[src/rtl/pbus_pkg.sv]
package pbus_pkg;

  localparam int ADDR_W = 23;
  localparam int BUS_W  = 8;
  localparam int PIN_W  = 10;
  localparam int NIB_W  = BUS_W / 2;
  localparam int NUM_LATCH = 3;

  typedef enum logic [1:0] {
    MODE_DEMUX = 2'b00,
    MODE_ONE   = 2'b01,
    MODE_TWO   = 2'b10,
    MODE_THREE = 2'b11
  } addrMode_e;

  localparam logic [1:0] SIZE_NIBBLE = 2'b01;

  // strobes passed from control to datapath
  typedef struct packed {
    logic       load;
    logic       active;
    logic       addrDrive;
    logic       latch;
    logic [1:0] phase;
    logic       dataDrive;
    logic       beat;
    logic       sample;
    logic [1:0] mode;
    logic       nibble;
  } seqCtl_t;

  function automatic logic [BUS_W-1:0] addrSlice(input logic nibble,
                                                 input logic [1:0] phase,
                                                 input logic [ADDR_W-1:0] a);
    logic [BUS_W-1:0] s;
    if (nibble) begin
      case (phase)
        2'd0:    s = {{NIB_W{1'b0}}, a[3:0]};
        2'd1:    s = {{NIB_W{1'b0}}, a[7:4]};
        default: s = {{NIB_W{1'b0}}, a[11:8]};
      endcase
    end else begin
      case (phase)
        2'd0:    s = a[7:0];
        2'd1:    s = a[15:8];
        default: s = {1'b0, a[22:16]};
      endcase
    end
    return s;
  endfunction

  function automatic logic [PIN_W-1:0] pinValue(input logic [1:0] mode,
                                                input logic nibble,
                                                input logic [ADDR_W-1:0] a);
    logic [PIN_W-1:0] p;
    p = '0;
    case (mode)
      MODE_DEMUX: p = a[PIN_W-1:0];
      MODE_ONE:   p = nibble ? {a[9:4], 4'h0} : {a[9:8], 8'h00};
      MODE_TWO:   p = nibble ? {a[9:8], 8'h00} : '0;
      default:    p = nibble ? {a[13:12], 8'h00} : '0;
    endcase
    return p;
  endfunction

endpackage

[src/rtl/pbus_ctrl.sv]
module pbus_ctrl
  import pbus_pkg::*;
#(
  parameter int DATA_LEN = 2
) (
  input  logic       clk,
  input  logic       rstN,
  input  logic       reqValid,
  input  logic [1:0] addrMode,
  input  logic [1:0] portSize,
  output seqCtl_t    ctl,
  output logic       busy
);

  localparam int CNT_W = (DATA_LEN > 1) ? $clog2(DATA_LEN) : 1;
  localparam logic [CNT_W-1:0] CNT_LAST = CNT_W'(DATA_LEN - 1);

  typedef enum logic [1:0] {S_IDLE, S_LATCH, S_HOLD, S_DATA} seqState_e;

  seqState_e        state;
  logic [1:0]       phase;
  logic [1:0]       modeQ;
  logic             nibQ;
  logic             beat;
  logic [CNT_W-1:0] cnt;
  logic             accept;
  logic             lastClk;

  assign accept  = (state == S_IDLE) && reqValid;
  assign lastClk = (state == S_DATA) && (cnt == CNT_LAST);

  always_ff @(posedge clk) begin
    if (!rstN) begin
      state <= S_IDLE;
      phase <= '0;
      modeQ <= '0;
      nibQ  <= 1'b0;
      beat  <= 1'b0;
      cnt   <= '0;
    end else begin
      case (state)
        S_IDLE: begin
          if (accept) begin
            modeQ <= addrMode;
            nibQ  <= (portSize == SIZE_NIBBLE);
            phase <= '0;
            beat  <= 1'b0;
            cnt   <= '0;
            state <= (addrMode == MODE_DEMUX) ? S_DATA : S_LATCH;
          end
        end
        S_LATCH: state <= S_HOLD;
        S_HOLD: begin
          if (phase == modeQ - 2'd1) begin
            state <= S_DATA;
          end else begin
            phase <= phase + 2'd1;
            state <= S_LATCH;
          end
        end
        default: begin
          if (lastClk) begin
            cnt <= '0;
            if (nibQ && !beat) beat <= 1'b1;
            else               state <= S_IDLE;
          end else begin
            cnt <= cnt + 1'b1;
          end
        end
      endcase
    end
  end

  always_comb begin
    ctl.load      = accept;
    ctl.active    = (state != S_IDLE);
    ctl.addrDrive = (state == S_LATCH) || (state == S_HOLD);
    ctl.latch     = (state == S_LATCH);
    ctl.phase     = phase;
    ctl.dataDrive = (state == S_DATA);
    ctl.beat      = beat;
    ctl.sample    = lastClk;
    ctl.mode      = modeQ;
    ctl.nibble    = nibQ;
  end

  assign busy = (state != S_IDLE);

endmodule

[src/rtl/pbus_dpath.sv]
module pbus_dpath
  import pbus_pkg::*;
(
  input  logic              clk,
  input  logic              rstN,
  input  seqCtl_t           ctl,
  input  logic              reqWrite,
  input  logic [ADDR_W-1:0] reqAddr,
  input  logic [BUS_W-1:0]  reqWdata,
  input  logic [BUS_W-1:0]  busDataIn,
  output logic [BUS_W-1:0]  busDataOut,
  output logic              busDataOe,
  output logic [PIN_W-1:0]  addrPins,
  output logic [NUM_LATCH-1:0] latchStb,
  output logic              rdStrobe,
  output logic              wrStrobe,
  output logic [BUS_W-1:0]  rdHold
);

  logic [ADDR_W-1:0] addrQ;
  logic [BUS_W-1:0]  wdataQ;
  logic              writeQ;
  logic [BUS_W-1:0]  holdQ;
  logic [BUS_W-1:0]  wrBeat;

  always_ff @(posedge clk) begin
    if (!rstN) begin
      addrQ  <= '0;
      wdataQ <= '0;
      writeQ <= 1'b0;
    end else if (ctl.load) begin
      addrQ  <= reqAddr;
      wdataQ <= reqWdata;
      writeQ <= reqWrite;
    end
  end

  always_ff @(posedge clk) begin
    if (!rstN) begin
      holdQ <= '0;
    end else if (ctl.sample && !writeQ) begin
      if (!ctl.nibble)   holdQ <= busDataIn;
      else if (ctl.beat) holdQ[BUS_W-1:NIB_W] <= busDataIn[NIB_W-1:0];
      else               holdQ[NIB_W-1:0]     <= busDataIn[NIB_W-1:0];
    end
  end

  assign wrBeat = !ctl.nibble ? wdataQ :
                  ctl.beat    ? {{NIB_W{1'b0}}, wdataQ[BUS_W-1:NIB_W]}
                              : {{NIB_W{1'b0}}, wdataQ[NIB_W-1:0]};

  always_comb begin
    busDataOut = '0;
    if (ctl.addrDrive)                busDataOut = addrSlice(ctl.nibble, ctl.phase, addrQ);
    else if (ctl.dataDrive && writeQ) busDataOut = wrBeat;
  end

  assign busDataOe = ctl.addrDrive || (ctl.dataDrive && writeQ);
  assign addrPins  = ctl.active ? pinValue(ctl.mode, ctl.nibble, addrQ) : '0;
  assign rdStrobe  = ctl.dataDrive && !writeQ;
  assign wrStrobe  = ctl.dataDrive && writeQ;
  assign rdHold    = holdQ;

  for (genvar p = 0; p < NUM_LATCH; p++) begin : g_latch
    assign latchStb[p] = ctl.latch && (ctl.phase == 2'(p));
  end

endmodule

[src/rtl/pbus_seq.sv]
module pbus_seq
  import pbus_pkg::*;
#(
  parameter int DATA_LEN = 2
) (
  input  logic        clk,
  input  logic        rstN,
  input  logic        reqValid,
  input  logic        reqWrite,
  input  logic [22:0] reqAddr,
  input  logic [7:0]  reqWdata,
  input  logic [1:0]  addrMode,
  input  logic [1:0]  portSize,
  output logic        busy,
  output logic [7:0]  busDataOut,
  output logic        busDataOe,
  input  logic [7:0]  busDataIn,
  output logic [9:0]  addrPins,
  output logic        strobeLow,
  output logic        strobeHigh,
  output logic        strobeUpper,
  output logic        rdStrobe,
  output logic        wrStrobe,
  output logic [7:0]  rdHold
);

  seqCtl_t              ctl;
  logic [NUM_LATCH-1:0] latchStb;

  pbus_ctrl #(.DATA_LEN(DATA_LEN)) u_ctrl (
    .clk      (clk),
    .rstN     (rstN),
    .reqValid (reqValid),
    .addrMode (addrMode),
    .portSize (portSize),
    .ctl      (ctl),
    .busy     (busy)
  );

  pbus_dpath u_dpath (
    .clk        (clk),
    .rstN       (rstN),
    .ctl        (ctl),
    .reqWrite   (reqWrite),
    .reqAddr    (reqAddr),
    .reqWdata   (reqWdata),
    .busDataIn  (busDataIn),
    .busDataOut (busDataOut),
    .busDataOe  (busDataOe),
    .addrPins   (addrPins),
    .latchStb   (latchStb),
    .rdStrobe   (rdStrobe),
    .wrStrobe   (wrStrobe),
    .rdHold     (rdHold)
  );

  assign strobeLow   = latchStb[0];
  assign strobeHigh  = latchStb[1];
  assign strobeUpper = latchStb[2];

endmodule

[config.mk]
export PLATFORM = sky130hd
export DESIGN_NAME = pbus_seq
export DESIGN_NICKNAME = d
export VERILOG_FILES = /design/src/rtl/pbus_pkg.sv /design/src/rtl/pbus_ctrl.sv /design/src/rtl/pbus_dpath.sv /design/src/rtl/pbus_seq.sv
export SDC_FILE = /design/constraint.sdc
export NUM_CORES = 1
export LEC_CHECK = 0
export BUFFER_PORTS_ARGS = -buffer_cell sky130_fd_sc_hd__buf_2
export CAP_MARGIN = 20
export CELL_PAD_IN_SITES_DETAIL_PLACEMENT = 0
export CELL_PAD_IN_SITES_GLOBAL_PLACEMENT = 1
export CORE_MARGIN = 2
export CORE_UTILIZATION = 39
export DETAILED_ROUTE_END_ITERATION = 10
export PLACE_DENSITY = 0.85
export SLEW_MARGIN = 20
export SYNTH_ARGS = -nofsm -noshare
export SYNTH_HDL_FRONTEND = slang
export SYNTH_HIERARCHICAL = 1
export SYNTH_SLANG_ARGS = --single-unit
[constraint.sdc]
create_clock -name clk -period 2.4 [get_ports clk]
set_clock_uncertainty 0.1 [all_clocks]
set_input_delay 0.48 -clock clk [delete_from_list [all_inputs] [get_ports clk]]
set_output_delay 0.48 -clock clk [all_outputs]
set_load 0.01 [all_outputs]
# After elaboration in Yosys (flattened, before gate mapping)
# Cells that the tools add are included.
[classes]
mux = 30
n_reduce_logical = 30
addsub = 3
n_bitwise = 1
n_eq_ne = 14
[ops]
columns = ["op", "count"]
rows = [
  ["$mux W8", 6],
  ["$mux W10", 3],
  ["$pmux W10 S3", 1],
  ["$pmux W8 S2", 1],
  ["$mux W2", 7],
  ["$mux W4", 3],
  ["$logic_and A1 B1 Y1", 9],
  ["$eq A2 B1 Y1 const B", 4],
  ["$eq A2 B2 Y1 const B", 4],
  ["$logic_not A2 Y1", 4],
  ["$pmux W4 S2", 1],
  ["$reduce_and A2 Y1", 4],
  ["$reduce_bool A2 Y1", 4],
  ["$ne A2 B2 Y1 const B", 3],
  ["$pmux W2 S3", 1],
  ["$reduce_and A3 Y1", 2],
  ["$mux W1", 4],
  ["$ne A4 B2 Y1 const B", 1],
  ["$pmux W1 S2", 2],
  ["$pmux W2 S2", 1],
  ["$reduce_and A4 Y1", 1],
  ["$reduce_bool A4 Y1", 1],
  ["$add A2 B1 Y2 const B", 1],
  ["$eq A2 B2 Y1", 1],
  ["other kinds (7)", 9],
]
[totals]
ff_bits = 49

# Longest topological paths before layout
# Gate-level depths: netlist of the first run.
[depth]
ltp_word = 5
mapped_depth = 9
mapped_depth_nobuf = 6

# By module
# Netlist of the first run, hierarchy kept.
[by_module_without_submodules]
columns = ["mod", "cells_each", "area_each_um2", "seq_area_each_um2", "n_inst"]
rows = [
  ["pbus_dpath", 236, 2230.9, 800.8, 1],
  ["pbus_ctrl", 70, 600.6, 180.2, 1],
]

# Worst setup path before layout of the first run
# OpenSTA, ideal clock, no wires.
[synth_path]
kind = "reg2out"
startpoint = "register u_ctrl.state[0]"
endpoint = "output port busDataOut[2]"
slack_ns = 0.321
t_required_ns = 1.820
stages_incl_launch_ff = 7
arrival_time_ns = 1.499
cell_sequence = "dfxtp_1 -> inv_1 -> ha_1 -> clkbuf_1 -> nor2b_1 -> a21boi_0 -> a221o_1"
[synth_rtl]
columns = ["element", "line_no", "source"]
rows = [
  ["from (decl)", "pbus_ctrl.sv:20", "seqState_e state;"],
  ["from (signal assigned)", "pbus_ctrl.sv:49", "state <= (addrMode == MODE_DEMUX) ? S_DATA : S_LATCH;"],
  ["to (decl)", "pbus_seq.sv:15", "output logic [7:0] busDataOut,"],
]

==> results of run 1 <==
final timing paths:
check	startpoint	to	slack, ns	cells past startpoint
hold / removal	reqAddr[0]	u_dpath/addrQ[0]$_SDFFE_PN0P_	0.32	3
setup / recovery	u_ctrl/state[1]$_SDFFE_PN0P_	busDataOut[2]	0.05	5
setup reg to reg	u_ctrl/state[1]$_SDFFE_PN0P_	u_dpath/rdHold[7]$_SDFFE_PN0P_	0.49	6
hold reg to reg	u_dpath/rdHold[3]$_SDFFE_PN0P_	u_dpath/rdHold[3]$_SDFFE_PN0P_	0.39	2
sequential cells by signal, summed over array words and instances, names as in the netlist:
name and cells:
u_dpath/rdHold 8, u_ctrl/phase 2, u_dpath/writeQ 1, u_ctrl/state 2
u_ctrl/beat 1, u_ctrl/modeQ 2, u_dpath/wdataQ 8, u_ctrl/nibQ 1
u_dpath/addrQ 23, u_ctrl/cnt 1
timing repair:
item,4_1_cts,5_1_grt
endpoints found under the setup margin,8,7
pin swaps,0,5
setup buffers,3,4
gates resized for setup,8,8
cells in the final DEF (no fill, tap or decap), drive strengths merged, types with 5 or more instances in the layout:
cell type	count
nor2	7
nand2	17
inv	8
o211a	5
clkbuf	5
and3b	6
nor3b	5
and2	13
dfxtp	49
nor2b	39
nand3	12
mux2	8
a21boi	12
o21ai	14
nand2b	9
mux2i	37
buf	98
a21oi	6
final cells by class:
type | count | area share
multi-input combinational | 224 | 0.483
sequential | 49 | 0.281
timing repair buffer | 98 | 0.155
tap | 99 | 0.0352
clock buffer | 5 | 0.0195
clock inverter | 3 | 0.0195
inverter | 7 | 0.00746
metal layers:
layer	up-vias	GRT usage	wire length, um
met1	1129	0.243	3320
met3	12	0.0406	350
met2	72	0.308	3340
met4	0	0.0583	136
li1	1219	-	-
met5	-	0	0
tightest hold or removal path, cell delays in order:
cell,delay (ns)
buf_2,0.07
mux2i_1,0.05
nor2b_1,0.10
stage by stage:
step	utilization	total power, mW	setup slack, ns	cells
finish	0.494	3.18	0.0507	485
detailed placement	0.461	2.35	0.146	470
floorplan	-	1.98	0.321	306
global placement	0.461	2.33	0.241	470
CTS	0.487	3.13	0.00832	481
global route	0.494	3.37	-0.0170	485
power by group through the flow:
stage | Clock, mW | Combinational (mW) | Sequential (mW)
2_1_floorplan | 0 | 0.929 | 1.05
3_3_place_gp | 0 | 1.23 | 1.10
3_5_place_dp | 0 | 1.24 | 1.11
4_1_cts | 0.733 | 1.31 | 1.09
5_1_grt | 0.771 | 1.49 | 1.12
6_report | 0.720 | 1.36 | 1.09
kinds of logic after synthesis:
| group | count (synthesis) | synth area share |
|---|---|---|
| xor+xnor | 1 | 0.00309 |
| simple gates | 119 | 0.257 |
| flops | 49 | 0.346 |
| compound gates | 55 | 0.145 |
| fa+ha+maj | 4 | 0.0177 |
| mux | 45 | 0.168 |
| buf+inv | 33 | 0.0627 |
==> impl_metrics.json, run 1 <==
{
  "ys_types": 47,
  "grt_pass1_wl_mm": 11.5,
  "finalSetupViolCount": 0,
  "switchingPower_mw": 1.13,
  "grt_max_degree": 38,
  "design_area_um2": 3520,
  "drc": 0,
  "placed_cell_area_um2": 3290,
  "synth_warnings": 6,
  "cts-htree-levels": 2,
  "wl_per_cell_um": 14.7,
  "crit_chain": "inv_2 > ha_4 > and3b_2 > a221o_1 > buf_2",
  "fin_crit_sh": 0.979,
  "port_buffers": 79,
  "worstMarginPinSlew_ns": 0.569,
  "start_util": 0.397,
  "viasPerCell": 5.01,
  "syn_area_per_cell_um2": 9.25,
  "antenna_left": 0,
  "core_um2": 7140,
  "end_kind": "output port",
  "rows": 31,
  "setup_tns_ns": 0,
  "synthCells": 306,
  "start_kind": "flop",
  "dr.pass1.iters": 4,
  "cts-hold-fix-buffers": 0,
  "dieWidth_um": 89.2,
  "place.gp.congestion": 0.907,
  "tritoncts": "built",
  "wirelength_mm": 7.14,
  "p_per_area_nw_per_um2": 901,
  "hold_viol": 0,
  "grt_overflow": 0,
  "root_buffer": "clkbuf_8",
  "antenna_found_initial": 0,
  "clk_path_buf_depth": 2,
  "swShare": 0.355,
  "synth_most_common_cell": "dfxtp_1",
  "max_clock_freq_mhz": 426,
  "clock_sinks": 49,
  "critPathKind": "reg -> out",
  "areaGrowthSynthToFinish_pct": 24.4,
  "syn_area_um2": 2830,
  "multiInputGateArea_um2": 1700,
  "finalCriticalPeriod_ns": 2.35,
  "synth_common_cells": "dfxtp_1 (49), nor2b_1 (38), mux2i_1 (37)",
  "io_pins": 80,
  "cap_violations": 0,
  "power_frac_clock": 0.227,
  "synth_area_leader_cell": "dfxtp_1",
  "synth_flop_cell": "dfxtp_1",
  "layout-drive-gt1-share": 0.342,
  "p_int_mw": 2.05,
  "slowest_stage": "dfxtp_2",
  "cpPeakStageDelay_ns": 0.37,
  "cp_max_fo": 7,
  "irDropWorstVdd_mv": 0.448,
  "die_h_um": 89.2,
  "critPathTopFamily": "flip-flops",
  "combPwrFrac": 0.429,
  "p_leak_nw": 1.59,
  "hold_slack_ns": 0.323,
  "grt_pass1_vias": 2328,
  "clk_latency_ns": 0.31,
  "vias": 2432,
  "clk_pin_slew_worst_paths_ns": 0.10,
  "synth_area_leaders": "dfxtp_1 (35%), mux2i_1 (13%), nor2b_1 (8.4%)",
  "track_usage": 0.186,
  "cts_made_buffers": 5,
  "critical_path_arrival_ns": 1.77,
  "hpwl_mm": 5.30,
  "p_seq_frac": 0.344,
  "slew_headroom": 0.621,
  "n_fill_cell": 733,
  "crit_buf_inv": 2,
  "slew_viol_final": 0,
  "dieArea_um2": 7960,
  "synth_fp_nets": 357,
  "rsz0062_at_grt": "true",
  "crit_required_ns": 1.82,
  "synth_enable_flop_cells": 0,
  "ys_async_sr_fraction": 0,
  "drtIter0Drc": 72,
  "hold_path.class": "in -> reg",
  "seqCellArea_um2": 988,
  "status": "complete, no violations",
  "ys_seq_area_frac": 0.346,
  "yosysTopAreaCellShare": 0.346,
  "final_nets": 436,
  "synth-seq-cells": 49,
  "antenna_cells": 0
}
No activity file was read; power rests on OpenSTA's default activity.
==> run 2: changes to the inputs <==
--- a/config.mk
+++ b/config.mk
@@ -7,12 +7,10 @@
 export LEC_CHECK = 0
 export BUFFER_PORTS_ARGS = -buffer_cell sky130_fd_sc_hd__buf_2
 export CAP_MARGIN = 20
-export CELL_PAD_IN_SITES_DETAIL_PLACEMENT = 0
-export CELL_PAD_IN_SITES_GLOBAL_PLACEMENT = 1
 export CORE_MARGIN = 2
-export CORE_UTILIZATION = 39
+export CORE_UTILIZATION = 50
 export DETAILED_ROUTE_END_ITERATION = 10
-export PLACE_DENSITY = 0.85
+export PLACE_DENSITY = 0.82
 export SLEW_MARGIN = 20
 export SYNTH_ARGS = -nofsm -noshare
 export SYNTH_HDL_FRONTEND = slang
==> impl_metrics.json, run 2 (synthesis results as in run 1) <==
{
  "multiInputGateArea_um2": 1690,
  "root_buffer": "clkbuf_8",
  "crit_required_ns": 1.82,
  "hpwl_mm": 4.73,
  "dr.pass1.iters": 4,
  "irDropWorstVdd_mv": 0.400,
  "clock_sinks": 49,
  "final_nets": 435,
  "grt_overflow": 0,
  "grt_util_met2": 0.346,
  "tritoncts": "built",
  "wirelength_mm": 6.70,
  "largest_reg_flops": 23,
  "dpl_worst_slack_ns": 0.179,
  "layout_common_cells": "buf_2 (79), dfxtp_1 (44), nor2b_1 (38), mux2i_1 (37), nand2_1 (17)",
  "drtIter0Drc": 99,
  "placed_cell_area_um2": 3250,
  "end_kind": "output port",
  "max_clock_freq_mhz": 423,
  "hold_viol": 0,
  "cts_made_buffers": 5,
  "rows": 27,
  "design_area_um2": 3440,
  "port_buffers": 79,
  "fin_crit_sh": 0.986,
  "areaGrowthSynthToFinish_pct": 21.4,
  "track_usage": 0.207,
  "grt_pass1_vias": 2284,
  "cap_violations": 0,
  "grt_pass1_wl_mm": 10.5,
  "final-instance-count-excl-fill": 457,
  "dpl.cell_count": 440,
  "slowest_stage": "a221o_1",
  "vias": 2440,
  "total_power_mw": 2.93,
  "antenna_cells": 0,
  "hold_slack_ns": 0.337,
  "grt-busiest-layer": "met2",
  "cpPeakStageDelay_ns": 0.37,
  "grtUsageMet3": 0.0523,
  "start_util": 0.517,
  "rsz0062_at_grt": "true",
  "critPathKind": "reg -> out",
  "finalSetupViolCount": 0,
  "antenna_found_initial": 0,
  "wl_per_cell_um": 14.7,
  "cts-htree-levels": 2,
  "fin_util": 0.628,
  "slew_headroom": 0.646,
  "p_per_area_nw_per_um2": 853,
  "drc": 0,
  "critical_path_arrival_ns": 1.79,
  "r2r_slack_ns": 0.41,
  "dieWidth_um": 79.3,
  "crit_chain": "buf_4 > ha_2 > and3b_2 > a221o_1 > buf_2",
  "worstMarginPinSlew_ns": 0.530,
  "n_fill_cell": 477,
  "p_leak_nw": 1.56,
  "die_h_um": 79.3,
  "place.gp.congestion": 0.883,
  "setup_tns_ns": 0,
  "layout_commonest_cell": "buf_2",
  "met1_usage": 0.262,
  "viasPerCell": 5.34,
  "grt_max_degree": 35,
  "clk_path_buf_depth": 2,
  "dieArea_um2": 6280,
  "hold_path.class": "in -> reg",
  "clk_latency_ns": 0.30,
  "clk_pin_slew_worst_paths_ns": 0.09,
  "status": "complete, no violations",
  "finalWorstSetupSlack_ns": 0.0341,
  "seqCellArea_um2": 987,
  "antenna_left": 0,
  "layout-drive-gt1-share": 0.335,
  "start_kind": "flop",
  "io_pins": 80,
  "cp_max_fo": 8,
  "finalCriticalPeriod_ns": 2.37,
  "slew_viol_final": 0,
  "regMostFlops": "u_dpath/addrQ",
  "core_um2": 5470
}
## run 2: cell count changes in the layout (fill, tap and decap cells not counted), sizes merged
cell,previous run,this run
inv,8,7
clkinv,0,2
clkinvlp,0,1
buf,98,97
bufinv,2,0
## run 2: per-layer routing
| layer | wire length (um) | share of wire |
|---|---|---|
| met5 | 0 | 0 |
| met3 | 429 | 0.064 |
| met2 | 3210 | 0.48 |
| met1 | 2960 | 0.44 |
| met4 | 102 | 0.015 |
## run 2: final cells by class
type,instances,area share
Multi-Input combinational cell,224,0.491
Clock inverter,3,0.00509
Timing Repair Buffer,97,0.163
Inverter,7,0.00764
Sequential cell,49,0.287
Clock buffer,5,0.0200
Tap cell,72,0.0262
## run 2: final timing paths
check / to / cells after the start / startpoint
setup / recovery: busDataOut[0] / 5 / u_ctrl/state[0]$_SDFFE_PN0P_
hold / removal: u_dpath/addrQ[12]$_SDFFE_PN0P_ / 3 / reqAddr[12]
setup reg to reg: u_dpath/rdHold[7]$_SDFFE_PN0P_ / 6 / u_ctrl/state[0]$_SDFFE_PN0P_
hold reg to reg: u_dpath/rdHold[2]$_SDFFE_PN0P_ / 2 / u_dpath/rdHold[2]$_SDFFE_PN0P_
## run 2: power by group
| part | internal [mW] | total, mW | switching [mW] |
|---|---|---|---|
| combinational | 0.682 | 1.36 | 0.682 |
| sequential | 0.958 | 1.09 | 0.131 |
| clock | 0.202 | 0.478 | 0.276 |
| total | 1.84 | 2.93 | 1.09 |
## run 2: critical path, delay by kind of cell (launching register included)
family                     cells  cell delay, ns
AOI/OAI and AO/OA              1            0.37
DFF                            1            0.34
and+or+nand+nor                1            0.29
buffers and inverters          2            0.27
adders and majority gates      1            0.21
## run 2: what timing repair did
| action | CTS | global route |
|---|---|---|
| setup endpoints to repair | 16 | 7 |
| pin swaps | 1 | 3 |
| setup buffers | 2 | 7 |
| gates cloned | 0 | 0 |
| hold buffers | 0 | 0 |
| gates resized for setup | 8 | 8 |
